### config.mk
export PLATFORM = sky130hd
export DESIGN_NAME = clk_out_bank
export DESIGN_NICKNAME = d
export VERILOG_FILES = /design/src/rtl/obc_pkg.sv /design/src/rtl/obc_strap_decode.sv /design/src/rtl/obc_divider.sv /design/src/rtl/obc_enable_sync.sv /design/src/rtl/obc_pair_drive.sv /design/src/rtl/clk_out_bank.sv
export SDC_FILE = /design/constraint.sdc
export NUM_CORES = 1
export LEC_CHECK = 0
export BUFFER_PORTS_ARGS = -buffer_cell sky130_fd_sc_hd__buf_2
export CAP_MARGIN = 20
export CORE_AREA = 2 2 63 65
export DETAILED_ROUTE_END_ITERATION = 8
export DIE_AREA = 0 0 65 67
export GPL_TIMING_DRIVEN = 0
export PLACE_DENSITY_LB_ADDON = 0.15
export SKIP_LAST_GASP = 1
export SYNTH_ARGS = -nofsm -noshare
export SYNTH_HDL_FRONTEND = slang
export SYNTH_HIERARCHICAL = 1
export SYNTH_SLANG_ARGS = --single-unit
### constraint.sdc
create_clock -name clk -period 2.9 [get_ports clk]
set_input_delay 0.145 -clock clk [delete_from_list [all_inputs] [get_ports clk]]
set_output_delay 0.145 -clock clk [all_outputs]
set_load 0.03 [all_outputs]
### src/rtl/obc_pkg.sv
package obc_pkg;

   // three-level strap codes; bit 1 set means the pin is left open
   localparam logic [1:0] TRI_LOW  = 2'b00;
   localparam logic [1:0] TRI_HIGH = 2'b01;
   localparam logic [1:0] TRI_OPEN = 2'b10;

   typedef enum logic [1:0] {
      DM_BYPASS = 2'd0,
      DM_LO     = 2'd1,
      DM_HI     = 2'd2
   } div_mode_e;

   function automatic logic [1:0] tri_norm(input logic [1:0] code);
      return code[1] ? TRI_OPEN : code;
   endfunction

   function automatic div_mode_e div_decode(input logic [1:0] code);
      case (tri_norm(code))
         TRI_LOW:  return DM_LO;
         TRI_HIGH: return DM_HI;
         default:  return DM_BYPASS;
      endcase
   endfunction

   function automatic logic fmt_is_single(input logic [1:0] hi_code,
                                          input logic [1:0] lo_code);
      logic [3:0] pair;
      pair = {tri_norm(hi_code), tri_norm(lo_code)};
      case (pair)
         {TRI_LOW,  TRI_HIGH},
         {TRI_HIGH, TRI_LOW},
         {TRI_HIGH, TRI_HIGH},
         {TRI_OPEN, TRI_LOW}:  return 1'b1;
         default:              return 1'b0;
      endcase
   endfunction

   function automatic logic oe_active(input logic [1:0] code);
      return tri_norm(code) != TRI_LOW;
   endfunction

endpackage

### src/rtl/obc_strap_decode.sv
module obc_strap_decode
   import obc_pkg::*;
(
   input  logic [1:0] div_code_i,
   input  logic [1:0] fmt_hi_i,
   input  logic [1:0] fmt_lo_i,
   input  logic [1:0] oe_code_i,
   output div_mode_e  mode_o,
   output logic       single_o,
   output logic       en_o
);

   always_comb begin
      mode_o   = div_decode(div_code_i);
      single_o = fmt_is_single(fmt_hi_i, fmt_lo_i);
      en_o     = oe_active(oe_code_i);
   end

endmodule

### src/rtl/obc_divider.sv
module obc_divider
   import obc_pkg::*;
#(
   parameter int DIV_LO = 2,
   parameter int DIV_HI = 4
) (
   input  logic      clk,
   input  logic      rst_n,
   input  div_mode_e mode_i,
   output logic      clk_div_o,
   output logic      quiet_o
);

   localparam int DIV_MAX = (DIV_LO > DIV_HI) ? DIV_LO : DIV_HI;
   localparam int PH_W    = (DIV_MAX > 2) ? $clog2(DIV_MAX) : 1;

   generate
      if (DIV_LO < 2 || (DIV_LO % 2) != 0) begin : g_bad_lo
         $error("DIV_LO must be an even ratio of at least 2");
      end
      if (DIV_HI < 2 || (DIV_HI % 2) != 0) begin : g_bad_hi
         $error("DIV_HI must be an even ratio of at least 2");
      end
   endgenerate

   div_mode_e       cur_q;
   logic            restart_q;
   logic [PH_W-1:0] ph_q;
   logic [PH_W-1:0] ph_n;
   logic [PH_W-1:0] last_ph;
   logic [PH_W-1:0] half_ph;
   logic            div_q;

   assign quiet_o = (cur_q == DM_BYPASS) || !div_q;

   // configuration is adopted while the clock is low and the output is low
   always_ff @(negedge clk or negedge rst_n) begin
      if (!rst_n) begin
         cur_q     <= DM_BYPASS;
         restart_q <= 1'b0;
      end else if (mode_i != cur_q && quiet_o) begin
         cur_q     <= mode_i;
         restart_q <= 1'b1;
      end else begin
         restart_q <= 1'b0;
      end
   end

   always_comb begin
      case (cur_q)
         DM_LO: begin
            last_ph = PH_W'(DIV_LO - 1);
            half_ph = PH_W'(DIV_LO / 2);
         end
         DM_HI: begin
            last_ph = PH_W'(DIV_HI - 1);
            half_ph = PH_W'(DIV_HI / 2);
         end
         default: begin
            last_ph = '0;
            half_ph = '0;
         end
      endcase
      if (restart_q || ph_q >= last_ph) ph_n = '0;
      else                              ph_n = ph_q + 1'b1;
   end

   always_ff @(posedge clk or negedge rst_n) begin
      if (!rst_n) begin
         ph_q  <= '0;
         div_q <= 1'b0;
      end else if (cur_q == DM_BYPASS) begin
         ph_q  <= '0;
         div_q <= 1'b0;
      end else begin
         ph_q  <= ph_n;
         div_q <= (ph_n < half_ph);
      end
   end

   assign clk_div_o = (cur_q == DM_BYPASS) ? clk : div_q;

   // run length of the divided high phase, kept for the checks below
   logic [PH_W:0] hi_run_q;
   always_ff @(posedge clk or negedge rst_n) begin
      if (!rst_n)              hi_run_q <= '0;
      else if (!div_q)         hi_run_q <= '0;
      else if (hi_run_q != '1) hi_run_q <= hi_run_q + 1'b1;
   end


   div_swap_chk: assert property (@(negedge clk) disable iff (!rst_n)
      (cur_q != $past(cur_q)) |-> ($past(cur_q) == DM_BYPASS || !$past(div_q)));


   restart_high_chk: assert property (@(posedge clk) disable iff (!rst_n)
      (restart_q && cur_q != DM_BYPASS) |=> div_q);


   high_len_chk: assert property (@(posedge clk) disable iff (!rst_n)
      int'(hi_run_q) <= DIV_MAX / 2);

endmodule

### src/rtl/obc_enable_sync.sv
module obc_enable_sync #(
   parameter int SYNC_STAGES = 1
) (
   input  logic clk,
   input  logic rst_n,
   input  logic en_i,
   input  logic quiet_i,
   output logic gate_o
);

   generate
      if (SYNC_STAGES < 1) begin : g_bad_stages
         $error("SYNC_STAGES must be at least 1");
      end
   endgenerate

   logic en_s;

   generate
      if (SYNC_STAGES == 1) begin : g_direct
         assign en_s = en_i;
      end else begin : g_chain
         localparam int PW = SYNC_STAGES - 1;
         logic [PW-1:0] pipe_q;
         always_ff @(negedge clk or negedge rst_n) begin
            if (!rst_n) begin
               pipe_q <= '0;
            end else begin
               pipe_q[0] <= en_i;
               for (int k = 1; k < PW; k++) pipe_q[k] <= pipe_q[k-1];
            end
         end
         assign en_s = pipe_q[PW-1];
      end
   endgenerate

   logic gate_q;
   always_ff @(negedge clk or negedge rst_n) begin
      if (!rst_n)       gate_q <= 1'b0;
      else if (quiet_i) gate_q <= en_s;
   end
   assign gate_o = gate_q;


   gate_move_chk: assert property (@(negedge clk) disable iff (!rst_n)
      (gate_q != $past(gate_q)) |-> $past(quiet_i));

endmodule

### src/rtl/obc_pair_drive.sv
module obc_pair_drive (
   input  logic clk_div_i,
   input  logic gate_i,
   input  logic single_i,
   output logic q_t_o,
   output logic q_c_o
);

   logic live;
   assign live  = clk_div_i & gate_i;
   assign q_t_o = live;
   assign q_c_o = single_i ? live : ~live;

endmodule

### src/rtl/clk_out_bank.sv
module clk_out_bank
   import obc_pkg::*;
#(
   parameter int N_PAIRS        = 5,
   parameter int DIV_LO         = 2,
   parameter int DIV_HI         = 4,
   parameter int EN_SYNC_STAGES = 1
) (
   input  logic               clk,
   input  logic               rst_n,
   input  logic [1:0]         div_code,
   input  logic [1:0]         fmt_hi_code,
   input  logic [1:0]         fmt_lo_code,
   input  logic [1:0]         oe_code,
   output logic [N_PAIRS-1:0] q_t,
   output logic [N_PAIRS-1:0] q_c
);

   generate
      if (N_PAIRS < 1) begin : g_bad_pairs
         $error("N_PAIRS must be at least 1");
      end
   endgenerate

   div_mode_e mode;
   logic      single;
   logic      en_req;
   logic      clk_div;
   logic      quiet;
   logic      gate;

   obc_strap_decode u_dec (
      .div_code_i (div_code),
      .fmt_hi_i   (fmt_hi_code),
      .fmt_lo_i   (fmt_lo_code),
      .oe_code_i  (oe_code),
      .mode_o     (mode),
      .single_o   (single),
      .en_o       (en_req)
   );

   obc_divider #(
      .DIV_LO (DIV_LO),
      .DIV_HI (DIV_HI)
   ) u_div (
      .clk       (clk),
      .rst_n     (rst_n),
      .mode_i    (mode),
      .clk_div_o (clk_div),
      .quiet_o   (quiet)
   );

   obc_enable_sync #(
      .SYNC_STAGES (EN_SYNC_STAGES)
   ) u_en (
      .clk     (clk),
      .rst_n   (rst_n),
      .en_i    (en_req),
      .quiet_i (quiet),
      .gate_o  (gate)
   );

   generate
      for (genvar p = 0; p < N_PAIRS; p++) begin : g_pair
         obc_pair_drive u_drv (
            .clk_div_i (clk_div),
            .gate_i    (gate),
            .single_i  (single),
            .q_t_o     (q_t[p]),
            .q_c_o     (q_c[p])
         );
      end
   endgenerate


   diff_idle_chk: assert property (@(negedge clk) disable iff (!rst_n)
      (!gate && !single) |-> (q_t == '0 && q_c == '1));


   single_idle_chk: assert property (@(negedge clk) disable iff (!rst_n)
      (!gate && single) |-> (q_t == '0 && q_c == '0));


   single_phase_chk: assert property (@(negedge clk) disable iff (!rst_n)
      single |-> (q_c == q_t));


   diff_phase_chk: assert property (@(negedge clk) disable iff (!rst_n)
      !single |-> (q_c == ~q_t));


   pair_match_chk: assert property (@(negedge clk) disable iff (!rst_n)
      (q_t == {N_PAIRS{q_t[0]}}));

endmodule

==> flow_summary.yaml <==
synthesis:
  yosysSeqAreaShare_pct: 31.25
  synth.avg_cell_area_sq_um: 10.38
  synth_xor_area_share_pct: 19.20
  yosysWarnings: 6
  synth-simple-area-share_pct: 20.76
  syn_area_sq_um: 560.5
  synthAdderAreaFrac_pct: 13.39
  synth-compound-area-share_pct: 8.705
  synth_cells: 54
  yosys_register_bits: 7
  syn_nets: 70
  muxShareOfSynthArea_pct: 2.679
  synth_top_family_by_area: "simple AND/OR/NAND/NOR gates"
  ys_types: 22
run:
  maxCapViolCount: 0
power_and_ir_drop:
  peakVddDrop_mv: 0.2248
  netSwitchingFraction_pct: 30.27
  cellInternalPower_mw: 1.223
  power_frac_seq_pct: 6.6
  power_frac_comb_pct: 7.4
  switching_power_mw: 0.5309
  p_clk_share_pct: 86.0
  power_density_nw_per_um2: 1129
  power_leakage_nw: 0.7230
global_routing:
  antenna_found_initial: 0
  grt_overflow: 0
  grt_max_degree: 8
  first_global_vias: 941
  grt_pass1_wl_microns: 3208
  track_usage_pct: 11.60
setup_path:
  worst_setup_path_start_kind: "flip-flop"
  reg2reg_to: "u_div/div_q$_DFF_PN0_"
  crit_arrival_ns: 4.08
  r2r_slack_ns: -0.98
  critPathMaxFanout: 2
  reg2reg_depth: 10
  r2r-start: "u_div/cur_q[1]$_DFFE_NN0P_"
  required_ns: 3.10
  end_kind: "flip-flop"
  worstSetupPathType: "flip-flop to flip-flop"
floorplanning:
  start_util_pct: 15.54
  dieArea_sq_um: 4355
  die_h_microns: 67
  fp-row-count: 22
  core_sq_um: 3606
  io_pins: 20
  die_w_microns: 65
outcome:
  status: "finished, violations left"
  violations: "setup timing"
drt:
  totalWireLength_microns: 2139
  num_vias: 675
  via_per_inst: 3.947
  wl_per_cell_microns: 12.51
  drt_iter0_markers: 14
  drcViolationCount: 0
  postRouteAntennaNets: 0
  drtPass1Iterations: 4
sta:
  relSlewSlack_pct: 59.17
  final_max_slew_viol_count: 0
  worst_slew_pin_slew_ns: 0.6113
  setup_violations: 20
  hold_viol_final: 0
  tns_ns: -7.636
  rsz0062_at_grt: "true"
  fin_skew_ns: 0.03826
  whs_ns: 0.1766
  fin_ws_ns: -0.9814
placed_design:
  post-dp-hpwl_microns: 890.8
  pre_cts_slack_ns: -0.9743
  dp.cells: 121
  place_congestion: 0.7124
  portBuffers: 19
clock_tree:
  clk_pin_slew_ns: 0.04
  cts_tree: "built"
  insertion_delay_ns: 0.36
min_path:
  hold_path.class: "input pin to async pin"
layout:
  fillers: 322
  num_antenna_cells: 0
  utilization_pct: 43.10
  finalNetCount: 134
  drive_above_1_share_pct: 76.42
  stdcell_count: 171
  area_delta_synth_final_pct: 177.2
layer usage:
metal  vias to the layer above  track usage, %  wire length (microns)  share of wire, %
met5                         -               0                      0                 0
met4                         0           27.39                    114               5.3
met3                        10           7.770                    116               5.4
met2                        37           14.56                   1134                53
met1                       319           6.396                    774                36
li1                        309               -                      -                 -
cell usage in the layout (no fill, tap or decap), types with 4 or more instances in the layout:
cell / instances
dfrtn_1: 4
clkbuf_8: 9
bufinv_16: 5
buf_6: 21
buf_8: 7
buf_2: 9
buf_4: 16
and2_4: 5
through the flow:
step | power, mW | area [sq um]
2_1_floorplan | 0.4910 | 618.1
3_3_place_gp | 0.5703 | 773.2
3_5_place_dp | 0.5705 | 778.2
4_1_cts | 1.668 | 1403
5_1_grt | 1.831 | 1554
6_report | 1.754 | 1554
worst max-delay path, cell delays in order, from the launching register on:
cell	delay, ns
dfrtn_1	0.36
buf_4	0.15
ha_1	0.18
inv_1	0.12
ha_4	0.22
a211o_1	0.31
nor2_1	0.10
ha_1	0.17
or4b_4	0.47
a21oi_2	0.12
a2111oi_1	0.06
cell type report:
type                       instances  area, sq um  area share [%]
multi-input combinational         41        488.0           31.40
inverter                           5        18.77           1.208
timing repair buffer              25        190.2           12.24
clock inverter                     6        167.7           10.79
sequential                         7        175.2           11.27
tap                               48        60.06           3.865
clock buffer                      39        454.2           29.23
power by group through the flow:
stage / Clock [mW] / Combinational [mW] / Sequential, mW
floorplan: 0.322 / 0.0539 / 0.115
global placement: 0.382 / 0.0710 / 0.117
detailed placement: 0.382 / 0.0719 / 0.117
CTS: 1.46 / 0.0886 / 0.115
global route: 1.57 / 0.141 / 0.117
finish: 1.51 / 0.130 / 0.116
Yosys cell counts (all sizes together):
library cell | instances | area, sq um
a211oi | 1 | 7.510
dfrtp | 3 | 75.07
nor3 | 3 | 15.01
nor2 | 2 | 7.510
a211o | 1 | 8.760
or4b | 1 | 10.01
o21ai | 2 | 10.01
a2111oi | 1 | 10.01
a21boi | 1 | 7.510
dfrtn | 4 | 100.1
clkbuf | 1 | 3.750
nor2b | 1 | 6.260
ha | 6 | 75.07
inv | 5 | 18.77
mux2 | 1 | 15.01
nand2 | 4 | 15.01
and2 | 5 | 43.79
nand2b | 2 | 12.51
xnor2 | 8 | 107.6
a21oi | 1 | 5.000
or2 | 1 | 6.260
how the worst max path moves through the flow:
stage                               startpoint                     to  slack [ns]  cells after the start
floorplan           u_div/cur_q[0]$_DFFE_NN0P_  u_div/div_q$_DFF_PN0_       -0.84                     10
global placement    u_div/cur_q[0]$_DFFE_NN0P_  u_div/div_q$_DFF_PN0_       -1.01                     10
detailed placement  u_div/cur_q[1]$_DFFE_NN0P_  u_div/div_q$_DFF_PN0_       -0.97                     10
CTS                 u_div/cur_q[1]$_DFFE_NN0P_  u_div/div_q$_DFF_PN0_       -0.95                     10
global route        u_div/cur_q[1]$_DFFE_NN0P_  u_div/div_q$_DFF_PN0_       -1.08                     10
finish              u_div/cur_q[1]$_DFFE_NN0P_  u_div/div_q$_DFF_PN0_       -0.98                     10
sequential cells by signal, summed over array words and instances (netlist names):
signal and flops:
u_div/restart_q 1, u_div/ph_q 2, u_div/div_q 1, u_en/gate_o 1, u_div/cur_q 2
cell families after synthesis:
kind of cell             after synthesis
AO/OA/AOI/OAI                          7
buffers and inverters                  6
AND/OR/NAND/NOR                       19
flip-flops                             7
XOR/XNOR                               8
multiplexers                           1
adder cells (fa/ha/maj)                6
repair_timing:
item | CTS | global route
setup buffers | 14 | 17
pin swaps | 4 | 4
hold buffers | 1 | 0
setup endpoints to repair | 20 | 20
resized for setup | 30 | 22
endpoints found under the hold margin | 3 | 0
Power figures use the tool's default switching activity.
